===== src/rtl/tdc_octal_pkg.sv =====
package tdc_octal_pkg;
  typedef enum logic [1:0] {
    CV_IDLE = 2'd0,
    CV_RUN  = 2'd1,
    CV_DONE = 2'd2
  } cv_state_e;

  function automatic int unsigned pct_of(input int unsigned base, input int unsigned pct);
    return (base * pct) / 100;
  endfunction
endpackage


===== src/rtl/tdc_sync_edge.sv =====
module tdc_sync_edge #(
  parameter int unsigned W = 1
) (
  input  logic         clk,
  input  logic         rst_n,
  input  logic [W-1:0] async_i,
  output logic [W-1:0] rise_o
);
  logic [W-1:0] meta_q, sync_q, prev_q;

  always_ff @(posedge clk or negedge rst_n) begin
    if (!rst_n) begin
      meta_q <= '0;
      sync_q <= '0;
      prev_q <= '0;
    end else begin
      meta_q <= async_i;
      sync_q <= meta_q;
      prev_q <= sync_q;
    end
  end

  assign rise_o = sync_q & ~prev_q;
endmodule


===== src/rtl/tdc_channel.sv =====
module tdc_channel #(
  parameter int unsigned CNT_W = 11,
  parameter int unsigned FULL  = 1945
) (
  input  logic             clk,
  input  logic             rst_n,
  input  logic             clr_i,
  input  logic             start_i,
  input  logic             stop_i,
  output logic             run_o,
  output logic [CNT_W-1:0] val_o,
  output logic             ovf_o
);
  logic             run_q, ovf_q;
  logic [CNT_W-1:0] val_q;
  logic [CNT_W-1:0] nxt;

  assign nxt = val_q + 1'b1;

  always_ff @(posedge clk or negedge rst_n) begin
    if (!rst_n) begin
      run_q <= 1'b0;
      ovf_q <= 1'b0;
      val_q <= '0;
    end else if (clr_i) begin
      run_q <= 1'b0;
      ovf_q <= 1'b0;
      val_q <= '0;
    end else if (start_i) begin
      run_q <= 1'b1;
      ovf_q <= 1'b0;
      val_q <= '0;
    end else if (run_q) begin
      val_q <= nxt;
      if (stop_i) begin
        run_q <= 1'b0;
      end else if (nxt == CNT_W'(FULL)) begin
        run_q <= 1'b0;
        ovf_q <= 1'b1;
      end
    end
  end

  assign run_o = run_q;
  assign val_o = val_q;
  assign ovf_o = ovf_q;
endmodule


===== src/rtl/tdc_ctrl.sv =====
module tdc_ctrl
  import tdc_octal_pkg::*;
#(
  parameter int unsigned N_CH     = 8,
  parameter int unsigned SELF_CNT = 1556
) (
  input  logic            clk,
  input  logic            rst_n,
  input  logic            clr_i,
  input  logic            start_i,
  input  logic            selftest_i,
  input  logic [N_CH-1:0] run_i,
  output logic            chan_start_o,
  output logic            self_stop_o,
  output logic            busy_o,
  output logic            done_o
);
  localparam int unsigned STW = $clog2(SELF_CNT + 1);

  cv_state_e      state_q;
  logic           st_run_q;
  logic [STW-1:0] st_cnt_q;
  logic           accept;
  logic           st_hit;

  assign accept = (state_q == CV_IDLE) && (start_i || selftest_i) && !clr_i;
  assign st_hit = st_run_q && (st_cnt_q == STW'(SELF_CNT));

  always_ff @(posedge clk or negedge rst_n) begin
    if (!rst_n) begin
      state_q  <= CV_IDLE;
      st_run_q <= 1'b0;
      st_cnt_q <= '0;
    end else if (clr_i) begin
      state_q  <= CV_IDLE;
      st_run_q <= 1'b0;
      st_cnt_q <= '0;
    end else begin
      case (state_q)
        CV_IDLE: begin
          if (accept) begin
            state_q <= CV_RUN;
            if (selftest_i) begin
              st_run_q <= 1'b1;
              st_cnt_q <= STW'(1);
            end
          end
        end
        CV_RUN: begin
          if (st_run_q) begin
            if (st_hit) st_run_q <= 1'b0;
            else        st_cnt_q <= st_cnt_q + 1'b1;
          end
          if (~|run_i) state_q <= CV_DONE;
        end
        default: ;
      endcase
    end
  end

  assign chan_start_o = accept;
  assign self_stop_o  = st_hit;
  assign busy_o       = (state_q == CV_RUN);
  assign done_o       = (state_q == CV_DONE);
endmodule


===== src/rtl/tdc_octal.sv =====
module tdc_octal
  import tdc_octal_pkg::*;
#(
  parameter int unsigned N_CH     = 8,
  parameter int unsigned CNT_W    = 11,
  parameter int unsigned FS_PCT   = 95,
  parameter int unsigned SELF_PCT = 80,
  parameter int unsigned AW       = $clog2(N_CH)
) (
  input  logic             clk,
  input  logic             rst_n,
  input  logic             start_i,
  input  logic [N_CH-1:0]  stop_i,
  input  logic             test_stop_i,
  input  logic             selftest_i,
  input  logic             fast_clr_i,
  input  logic             lam_en_i,
  input  logic             rd_req_valid_i,
  output logic             rd_req_ready_o,
  input  logic [AW-1:0]    rd_addr_i,
  output logic             rd_rsp_valid_o,
  input  logic             rd_rsp_ready_i,
  output logic [CNT_W:0]   rd_rsp_data_o,
  output logic             rd_rsp_q_o,
  output logic             busy_o,
  output logic             any_data_o,
  output logic             lam_o
);
  localparam int unsigned FULL     = pct_of(2 ** CNT_W, FS_PCT);
  localparam int unsigned SELF_CNT = pct_of(FULL, SELF_PCT);
  localparam int unsigned SW       = N_CH + 4;

  logic [SW-1:0] raw_in, pulse;
  logic [N_CH-1:0] stop_p;
  logic start_p, tstop_p, self_p, clr_p;

  assign raw_in  = {fast_clr_i, selftest_i, test_stop_i, start_i, stop_i};
  assign stop_p  = pulse[N_CH-1:0];
  assign start_p = pulse[N_CH];
  assign tstop_p = pulse[N_CH+1];
  assign self_p  = pulse[N_CH+2];
  assign clr_p   = pulse[N_CH+3];

  tdc_sync_edge #(.W(SW)) u_sync (
    .clk    (clk),
    .rst_n  (rst_n),
    .async_i(raw_in),
    .rise_o (pulse)
  );

  logic chan_start, self_stop, conv_done;
  logic [N_CH-1:0] run_v, ovf_v, nz_v;
  logic [N_CH-1:0][CNT_W-1:0] val_v;

  tdc_ctrl #(.N_CH(N_CH), .SELF_CNT(SELF_CNT)) u_ctrl (
    .clk         (clk),
    .rst_n       (rst_n),
    .clr_i       (clr_p),
    .start_i     (start_p),
    .selftest_i  (self_p),
    .run_i       (run_v),
    .chan_start_o(chan_start),
    .self_stop_o (self_stop),
    .busy_o      (busy_o),
    .done_o      (conv_done)
  );

  for (genvar g = 0; g < N_CH; g++) begin : g_ch
    tdc_channel #(.CNT_W(CNT_W), .FULL(FULL)) u_ch (
      .clk    (clk),
      .rst_n  (rst_n),
      .clr_i  (clr_p),
      .start_i(chan_start),
      .stop_i (stop_p[g] | tstop_p | self_stop),
      .run_o  (run_v[g]),
      .val_o  (val_v[g]),
      .ovf_o  (ovf_v[g])
    );
    assign nz_v[g] = |val_v[g];
  end

  assign any_data_o = |nz_v;
  assign lam_o      = lam_en_i && conv_done && any_data_o;

  logic           rsp_v_q, rsp_q_q;
  logic [CNT_W:0] rsp_d_q;

  assign rd_req_ready_o = !rsp_v_q || rd_rsp_ready_i;

  always_ff @(posedge clk or negedge rst_n) begin
    if (!rst_n) begin
      rsp_v_q <= 1'b0;
      rsp_q_q <= 1'b0;
      rsp_d_q <= '0;
    end else if (rd_req_valid_i && rd_req_ready_o) begin
      rsp_v_q <= 1'b1;
      rsp_q_q <= any_data_o;
      rsp_d_q <= {ovf_v[rd_addr_i], val_v[rd_addr_i]};
    end else if (rd_rsp_ready_i) begin
      rsp_v_q <= 1'b0;
    end
  end

  assign rd_rsp_valid_o = rsp_v_q;
  assign rd_rsp_data_o  = rsp_d_q;
  assign rd_rsp_q_o     = rsp_q_q;
endmodule


===== config.mk =====
export PLATFORM = sky130hd
export DESIGN_NAME = tdc_octal
export DESIGN_NICKNAME = d
export VERILOG_FILES = /design/src/rtl/tdc_octal_pkg.sv /design/src/rtl/tdc_sync_edge.sv /design/src/rtl/tdc_channel.sv /design/src/rtl/tdc_ctrl.sv /design/src/rtl/tdc_octal.sv
export SDC_FILE = /design/constraint.sdc
export NUM_CORES = 1
export LEC_CHECK = 0
export BUFFER_PORTS_ARGS = -buffer_cell sky130_fd_sc_hd__buf_4
export CAP_MARGIN = 20
export CORE_AREA = 5 5 140 142
export DETAILED_ROUTE_END_ITERATION = 8
export DIE_AREA = 0 0 145 147
export GPL_TIMING_DRIVEN = 0
export PLACE_DENSITY = 0.68
export SYNTH_ARGS = -nofsm -noshare
export SYNTH_HDL_FRONTEND = slang
export SYNTH_HIERARCHICAL = 1
export SYNTH_SLANG_ARGS = --single-unit

===== constraint.sdc =====
create_clock -name clk -period 6.05 [get_ports clk]
set_input_delay 0 -clock clk [delete_from_list [all_inputs] [get_ports clk]]
set_output_delay 0 -clock clk [all_outputs]
set_load 0.1 [all_outputs]

==> flow_summary.ini, run 1 <==
[status]
status = finished clean

[grt]
grtUsageTotal_pct = 23.0
grt_pass1_wl_um = 39700
grt.overflow.total = 0
antenna_found_initial = 0
grt_pass1_vias = 7473
grt_max_degree = 90

[yosys]
synth_area_um2 = 9760
syn_inst = 973
synth_cell_types = 55
syn_nets = 1011
post_synth.cell_area_avg_um2 = 10.0
yosys.area.top_type = dfrtp_1
ys_async_sr_fraction_pct = 100
synth-main-ff-cell = dfrtp_1
synthTopCellsByArea = dfrtp_1, mux4_2, xor2_1, nor2_1, nand2_1
synth_top_area_share_pct = 43.1
yosysSeqAreaShare_pct = 43.1
synth_seq_cells = 168
yosys_warnings = 6
yosysMostFrequentCell = dfrtp_1
synth_edf_count = 0
synth_common_cells = dfrtp_1, nor2_1, nand2_1

[layout]
final_cells = 1295
area_growth_syn_to_layout_pct = 14.0
nNetsFinal = 1086
diodes = 0
drive_gt1_share_pct = 20.0

[worst_setup_path]
crit_required_ps = 6420
startpoint = u_sync/prev_q[11]$_DFF_PN0_
r2r_slack_ps = 3130
timing.critical_path.fanout_max = 26
reg2reg_depth = 8
cp-start-kind = flop
r2r_start = u_sync/prev_q[11]$_DFF_PN0_
endpoint = g_ch[2].u_ch/ovf_o$_DFFE_PN0P_
worst-setup-path-type = reg2reg
end_kind = flop
arrival_ps = 3290
reg2reg_to = g_ch[2].u_ch/ovf_o$_DFFE_PN0P_

[pwr]
ir_drop_uv = 224
power.leakage_uw = 0.00460
powerDensity_nw_per_um2 = 282

[floorplan]
die_h_um = 147
core_area_um2 = 18300
io_pins = 38
die_w_um = 145
initial_core_util_pct = 53.2
row_count = 50
dieArea_um2 = 21300

[run]
maxCapViolCount = 0

[routing]
wl_per_cell_um = 18.5
vias = 7749
dr.pass1.iters = 5
vias_per_cell = 5.98
postRouteAntennaNets = 0
drt_iter0_drc = 508
drc = 0
wirelength_um = 24000

[placement]
dp_cells = 1246
port_buffers = 35
hpwl_um = 17600
finalWeightedCongestion = 0.926
place_ws_ps = 3270

[sta]
hold_viol = 0
fin_skew_ps = 8.53
hold_slack_ps = 135
clock.fmax_mhz = 343
tightest_slew_ps = 889
slew_headroom_pct = 40.2
finalSetupViolations = 0
post-route-period-util_pct = 48.2
fin_ws_ps = 3130
slew_violations = 0
setup_tns_ps = 0
grt_setup_unrepaired = no
finalCriticalPeriod_ps = 2920

[clock_network]
ctsLongestPathBuffers = 2
clockRootBuffer = clkbuf_16
clk_latency_ps = 440
clk_pin_slew_ps = 70
ctsHtreeMaxLevel = 4
clkSinkCount = 168
postCtsSetupBuffers = 0
numCtsBuffers = 17
cts_tree = done

[hold_path]
hold_class = in2async
[cells in the final DEF, fill, tap and decap left out, types with 22 or more instances in the layout]
cell type and n:
buf_4 45, nand3_1 31, nand4_1 28, inv_1 49
dfrtp_1 168, mux2i_1 22, o21ai_0 32, xor2_1 48
nor2_1 90, nor4_1 33, xnor2_1 27, a21oi_1 41
nand2_1 77
[how the worst min path moves through the flow]
stage | from | endpoint | slack [ps] | cells past startpoint
finish | rst_n | g_ch[1].u_ch/val_o[5]$_DFFE_PN0P_ | 130 | 2
global placement | selftest_i | u_sync/meta_q[10]$_DFF_PN0_ | 110 | 1
detailed placement | rst_n | g_ch[1].u_ch/val_o[5]$_DFFE_PN0P_ | 30 | 1
floorplan | rst_n | g_ch[0].u_ch/ovf_o$_DFFE_PN0P_ | -300 | 0
CTS | rst_n | g_ch[1].u_ch/val_o[5]$_DFFE_PN0P_ | 160 | 2
global route | stop_i[3] | u_sync/meta_q[3]$_DFF_PN0_ | 190 | 2
[cells by family after synthesis]
logic type | after synthesis | synth area share, %
simple gates | 420 | 25.0
flops | 168 | 43.1
compound gates | 151 | 10.1
buf+inv | 94 | 4.63
xor+xnor | 75 | 6.73
mux | 47 | 8.14
fa+ha+maj | 18 | 2.31
[routing by layer]
layer | global-route usage [%] | vias to the layer above | part of all wire (%)
met3 | 4.16 | 55 | 5.5
li1 | - | 3682 | -
met2 | 34.9 | 245 | 45
met1 | 32.8 | 3767 | 46
met5 | 0 | - | 0
met4 | 9.13 | 0 | 3.7
[per-stage QoR]
stage	area [µm²]	util, %	total power [µW]
detailed placement	10400	56.6	2090
global route	11100	60.7	3300
finish	11100	60.7	3140
floorplan	9760	-	1860
global placement	10300	56.3	2080
CTS	11100	60.7	3170
[sequential cells by signal, indices dropped and copies added, names as in the netlist, 8 cells and up]
register,count
g_ch.u_ch/val_o,88
g_ch.u_ch/ovf_o,8
u_sync/prev_q,12
g_ch.u_ch/run_o,8
u_sync/meta_q,12
rd_rsp_data_o,12
u_ctrl/st_cnt_q,11
u_sync/sync_q,12
[critical path, stage by stage (launching register included)]
cell,delay [ps]
dfrtp_1,400
nor2b_4,560
clkbuf_1,430
nor4_2,160
buf_4,210
buf_4,180
or2_2,310
a2111oi_1,420
a22o_1,190
[final cells by class]
type / count / area (µm²)
fillers: 1558 / 7210
multi-input cells: 711 / 5110
flip-flops and latches: 168 / 4200
repair buffers: 56 / 490
clock buffers: 17 / 425
well taps: 234 / 293
plain buffers: 45 / 268
inverters: 49 / 184
clock inverters: 15 / 151
[what timing repair did]
action	4_1_cts	5_1_grt
endpoints found under the hold margin	97	0
endpoints found under the setup margin	0	0
hold buffers	17	0
resized for setup	0	0
[report_power, final]
group	internal, µW	leakage, µW	switching, µW	total (µW)
logic	268	0.00209	491	759
clock network	551	0.000279	509	1060
registers	1210	0.00224	115	1320
Note: power is estimated with default switching activity, not from simulation.
==> inputs of run 2 (changes only) <==
clock period = 2.95 ns   (was 6.05 ns; I/O delays follow)
==> flow_summary.ini, run 2 (synthesized netlist as in run 1, its figures left out) <==
[layout]
largest_reg_flops = 88
nNetsFinal = 1086
fin_util_pct = 60.9
drive_gt1_share_pct = 20.1
final_common_cell = dfrtp_1
diodes = 0
final_cell_mix = dfrtp_1, nor2_1, nand2_1, inv_1, xor2_1
area_growth_syn_to_layout_pct = 14.4

[routing]
vias = 7798
postRouteAntennaNets = 0
dr.pass1.iters = 6
drt_iter0_drc = 628
drc = 0
vias_per_cell = 6.02
wl_per_cell_um = 18.9
wirelength_um = 24500

[worst_setup_path]
cp-start-kind = flop
startpoint = u_sync/sync_q[11]$_DFF_PN0_
endpoint = g_ch[2].u_ch/ovf_o$_DFFE_PN0P_
end_kind = flop
cp.depth = 7
cp_num_buf_inv = 2
crit_required_ps = 3320
arrival_ps = 3090
critPathTopFamily = simple AND/OR/NAND/NOR gates
reg2reg_to = g_ch[2].u_ch/ovf_o$_DFFE_PN0P_
crit_chain = nor2b_4, clkbuf_1, nor4_4, buf_4, or2_2, a2111oi_1, a22o_1
timing.critical_path.fanout_max = 13
cp_slowest_cell = dfrtp_1
r2r_start = u_sync/sync_q[11]$_DFF_PN0_
cpPeakStageDelay_ps = 470
r2r_slack_ps = 230
reg2reg_depth = 7
worst-setup-path-type = reg2reg

[clock_network]
clk_latency_ps = 430
cts_tree = done
clk_pin_slew_ps = 70
clockRootBuffer = clkbuf_16
ctsHtreeMaxLevel = 4
cts_resized = 0
clkSinkCount = 168
ctsLongestPathBuffers = 2
numCtsBuffers = 17

[grt]
grt.overflow.total = 0
grt_max_degree = 86
grt_pass1_vias = 7451
grtUsageTotal_pct = 23.1
grt_pass1_wl_um = 39900
antenna_found_initial = 0

[sta]
slew_violations = 0
grt_setup_unrepaired = no
clock.fmax_mhz = 367
finalCriticalPeriod_ps = 2720
hold_viol = 0
post-route-period-util_pct = 92.3
fin_skew_ps = 10.1
setup_tns_ps = 0
finalSetupViolations = 0
fin_ws_ps = 227
slew_headroom_pct = 39.5
tightest_slew_ps = 903

[floorplan]
dieArea_um2 = 21300
core_area_um2 = 18300
row_count = 50
initial_core_util_pct = 53.2
die_h_um = 147
io_pins = 38
die_w_um = 145

[status]
status = finished clean

[pwr]
powerDensity_nw_per_um2 = 588
sw_frac_of_total_pct = 35.2
comb_power_share_pct = 24.0
total_power_uw = 6560
switchingPower_uw = 2310
internal_power_uw = 4250
power.leakage_uw = 0.00462
seq_power_share_pct = 41.4
ir_drop_uv = 792
p_clk_share_pct = 34.6

[placement]
hpwl_um = 17600
finalWeightedCongestion = 0.902
place_ws_ps = 36.8
port_buffers = 35

[hold_path]
hold_class = in2reg

[run]
maxCapViolCount = 0
run 2: per-layer routing:
metal / part of all wire (%) / GRT usage [%]
met3: 6.6 / 5.18
met4: 2.8 / 8.10
met1: 45 / 32.3
met5: 0 / 0
met2: 46 / 35.8
run 2: worst min path at each step:
| stage | from | slack [ps] | end | depth (start not counted) |
|---|---|---|---|---|
| 2_1_floorplan | rst_n | -300 | g_ch[0].u_ch/ovf_o$_DFFE_PN0P_ | 0 |
| 3_3_place_gp | test_stop_i | 110 | u_sync/meta_q[9]$_DFF_PN0_ | 1 |
| 3_5_place_dp | rst_n | 40 | g_ch[0].u_ch/val_o[2]$_DFFE_PN0P_ | 1 |
| 4_1_cts | rd_rsp_ready_i | 10 | rd_rsp_q_o$_DFFE_PN0P_ | 3 |
| 5_1_grt | rd_rsp_ready_i | 30 | rd_rsp_q_o$_DFFE_PN0P_ | 3 |
| 6_report | rd_rsp_ready_i | 50 | rd_rsp_q_o$_DFFE_PN0P_ | 3 |
run 2: worst reg2reg max path, delay by kind of cell, from the launching register on:
kind,cells,cell delay (ps)
buffers and inverters,2,700
flip-flops,1,470
AND/OR/NAND/NOR,3,910
AO/OA/AOI/OAI,2,590
run 2: cell type report:
class,count,area (µm²)
multi-input cells,712,5120
inverters,49,184
well taps,234,293
fillers,1527,7170
repair buffers,55,484
clock buffers,17,425
flip-flops and latches,168,4200
plain buffers,45,268
clock inverters,15,174
run 2: through the flow:
stage | hold WS [ps] | cells | instance area, µm²
detailed placement | 40.2 | 1244 | 10400
global route | 34.3 | 1295 | 11200
finish | 48.2 | 1295 | 11200
CTS | 12.8 | 1292 | 11100
global placement | 109 | 1242 | 10300
floorplan | -296 | 973 | 9760
run 2: timing repair:
item	in CTS	in global routing
setup endpoints to repair	2	44
buffers inserted	0	2
hold buffers	16	0
cloned	0	1
hold endpoints to repair	100	0
pin swaps	1	1
run 2: power groups by stage:
stage,Clock (µW),Combinational (µW),Sequential (µW)
2_1_floorplan,0,1030,2790
3_3_place_gp,0,1510,2750
3_5_place_dp,0,1540,2750
4_1_cts,2330,1570,2700
5_1_grt,2430,1730,2740
6_report,2270,1570,2720
==> inputs of run 3 (changes only) <==
CORE_AREA = 5 5 166 120   (was 5 5 140 142)
CTS_CLUSTER_DIAMETER = 60   (was not set)
DIE_AREA = 0 0 171 125   (was 0 0 145 147)
SETUP_SLACK_MARGIN = 0.4   (was not set)
==> flow_summary.ini, run 3 (synthesized netlist as in run 1, its figures left out) <==
[routing]
dr.pass1.iters = 5
postRouteAntennaNets = 0
wl_per_cell_um = 19.2
drt_iter0_drc = 953
wirelength_um = 25200
vias = 7865
drc = 0
vias_per_cell = 6.01

[sta]
post-route-period-util_pct = 82.1
fin_skew_ps = 14.5
slew_violations = 0
tightest_slew_ps = 859
finalSetupViolations = 0
setup_tns_ps = 0
hold_slack_ps = 90.2
grt_setup_unrepaired = yes
slew_headroom_pct = 42.4
clock.fmax_mhz = 413
hold_viol = 0
finalCriticalPeriod_ps = 2420

[layout]
fill_cells = 1571
final_cells = 1309
multi_input_area_um2 = 5140
diodes = 0
nNetsFinal = 1092
regArea_um2 = 4200
final_cell_mix = dfrtp_1, nor2_1, nand2_1, inv_1, buf_4
final_common_cell = dfrtp_1
largest_reg_flops = 88
area_growth_syn_to_layout_pct = 14.9
fin_util_pct = 61.1
drive_gt1_share_pct = 21.0

[worst_setup_path]
cp_num_buf_inv = 1
reg2reg_to = g_ch[4].u_ch/ovf_o$_DFFE_PN0P_
cp-start-kind = flop
cp.depth = 5
startpoint = g_ch[4].u_ch/val_o[1]$_DFFE_PN0P_
arrival_ps = 2420
cp_slowest_cell = dfrtp_1
cpPeakStageDelay_ps = 460
crit_chain = nor4_1, nand4_1, nor4_2, a21oi_1, buf_4
r2r_slack_ps = 540
critPathTopFamily = simple AND/OR/NAND/NOR gates
r2r_start = u_ctrl/st_cnt_q[0]$_DFFE_PN0P_
end_kind = primary output
crit_required_ps = 2950
worst-setup-path-type = reg2out
reg2reg_depth = 9
timing.critical_path.fanout_max = 6
endpoint = lam_o

[clock_network]
numCtsBuffers = 17
ctsHtreeMaxLevel = 4
clk_pin_slew_ps = 70
clk_latency_ps = 440
clockRootBuffer = clkbuf_16
clkSinkCount = 168
ctsLongestPathBuffers = 2
cts_tree = done

[pwr]
total_power_uw = 6520
p_clk_share_pct = 33.6
powerDensity_nw_per_um2 = 582
switchingPower_uw = 2330
internal_power_uw = 4190
sw_frac_of_total_pct = 35.7
ir_drop_uv = 468
seq_power_share_pct = 41.7
comb_power_share_pct = 24.7
power.leakage_uw = 0.00464

[placement]
hpwl_um = 17800
finalWeightedCongestion = 0.932
dp_cells = 1252
port_buffers = 35

[grt]
antenna_found_initial = 1
grt.overflow.total = 0
grt_use_met3_pct = 5.49
grt_max_degree = 103
grt_util_met1_pct = 38.7
grtUsageMet2_pct = 32.1
grtUsageTotal_pct = 23.7
grt_pass1_wl_um = 39800
top_usage_layer = met1
grt_pass1_vias = 7108

[floorplan]
row_count = 42
die_w_um = 171
core_area_um2 = 18300
die_h_um = 125
dieArea_um2 = 21400
initial_core_util_pct = 53.2
io_pins = 38

[status]
status = finished clean

[hold_path]
hold_class = in2async

[run]
maxCapViolCount = 0
[run 3: timing repair]
| action | in CTS | in global routing |
|---|---|---|
| hold buffers | 17 | 0 |
| setup endpoints to repair | 92 | 5 |
| buffers inserted | 5 | 2 |
| gates resized for setup | 1 | 3 |
| hold endpoints to repair | 84 | 0 |
| pin swaps | 1 | 0 |
| gates cloned | 1 | 0 |
[run 3: per-layer routing]
metal	wire, µm	up-vias
met2	10300	298
met3	2290	23
met5	0	-
li1	-	3684
met4	274	0
met1	12300	3860
[run 3: metrics by stage]
step	setup slack, ps	instance area, µm²
2_1_floorplan	561	9780
3_3_place_gp	-369	10300
3_5_place_dp	56.3	10400
4_1_cts	469	11200
5_1_grt	392	11200
6_report	528	11200
[run 3: area by class of cell]
class | instances | area share [%]
Buffer | 45 | 2.40
Clock buffer | 18 | 3.92
Clock inverter | 14 | 1.18
Inverter | 49 | 1.64
Multi-Input combinational cell | 712 | 45.9
Sequential cell | 168 | 37.5
Tap cell | 242 | 2.70
Timing Repair Buffer | 61 | 4.75
[run 3: worst min-delay path by stage]
stage,cells past startpoint,end,slack (ps),start
after detailed placement,1,u_sync/meta_q[2]$_DFF_PN0_,-10,rst_n
after floorplan,0,g_ch[0].u_ch/ovf_o$_DFFE_PN0P_,-300,rst_n
final,2,u_sync/meta_q[2]$_DFF_PN0_,90,rst_n
after CTS,2,u_sync/meta_q[2]$_DFF_PN0_,110,rst_n
after global routing,2,u_sync/meta_q[2]$_DFF_PN0_,160,rst_n
after global placement,1,u_sync/meta_q[10]$_DFF_PN0_,110,selftest_i
[run 3: power by group through the flow]
stage	clock network [µW]	registers (µW)	logic, µW
floorplan	0	2790	1040
global placement	0	2750	1520
detailed placement	0	2750	1550
CTS	2240	2710	1600
global route	2330	2740	1760
finish	2190	2720	1610
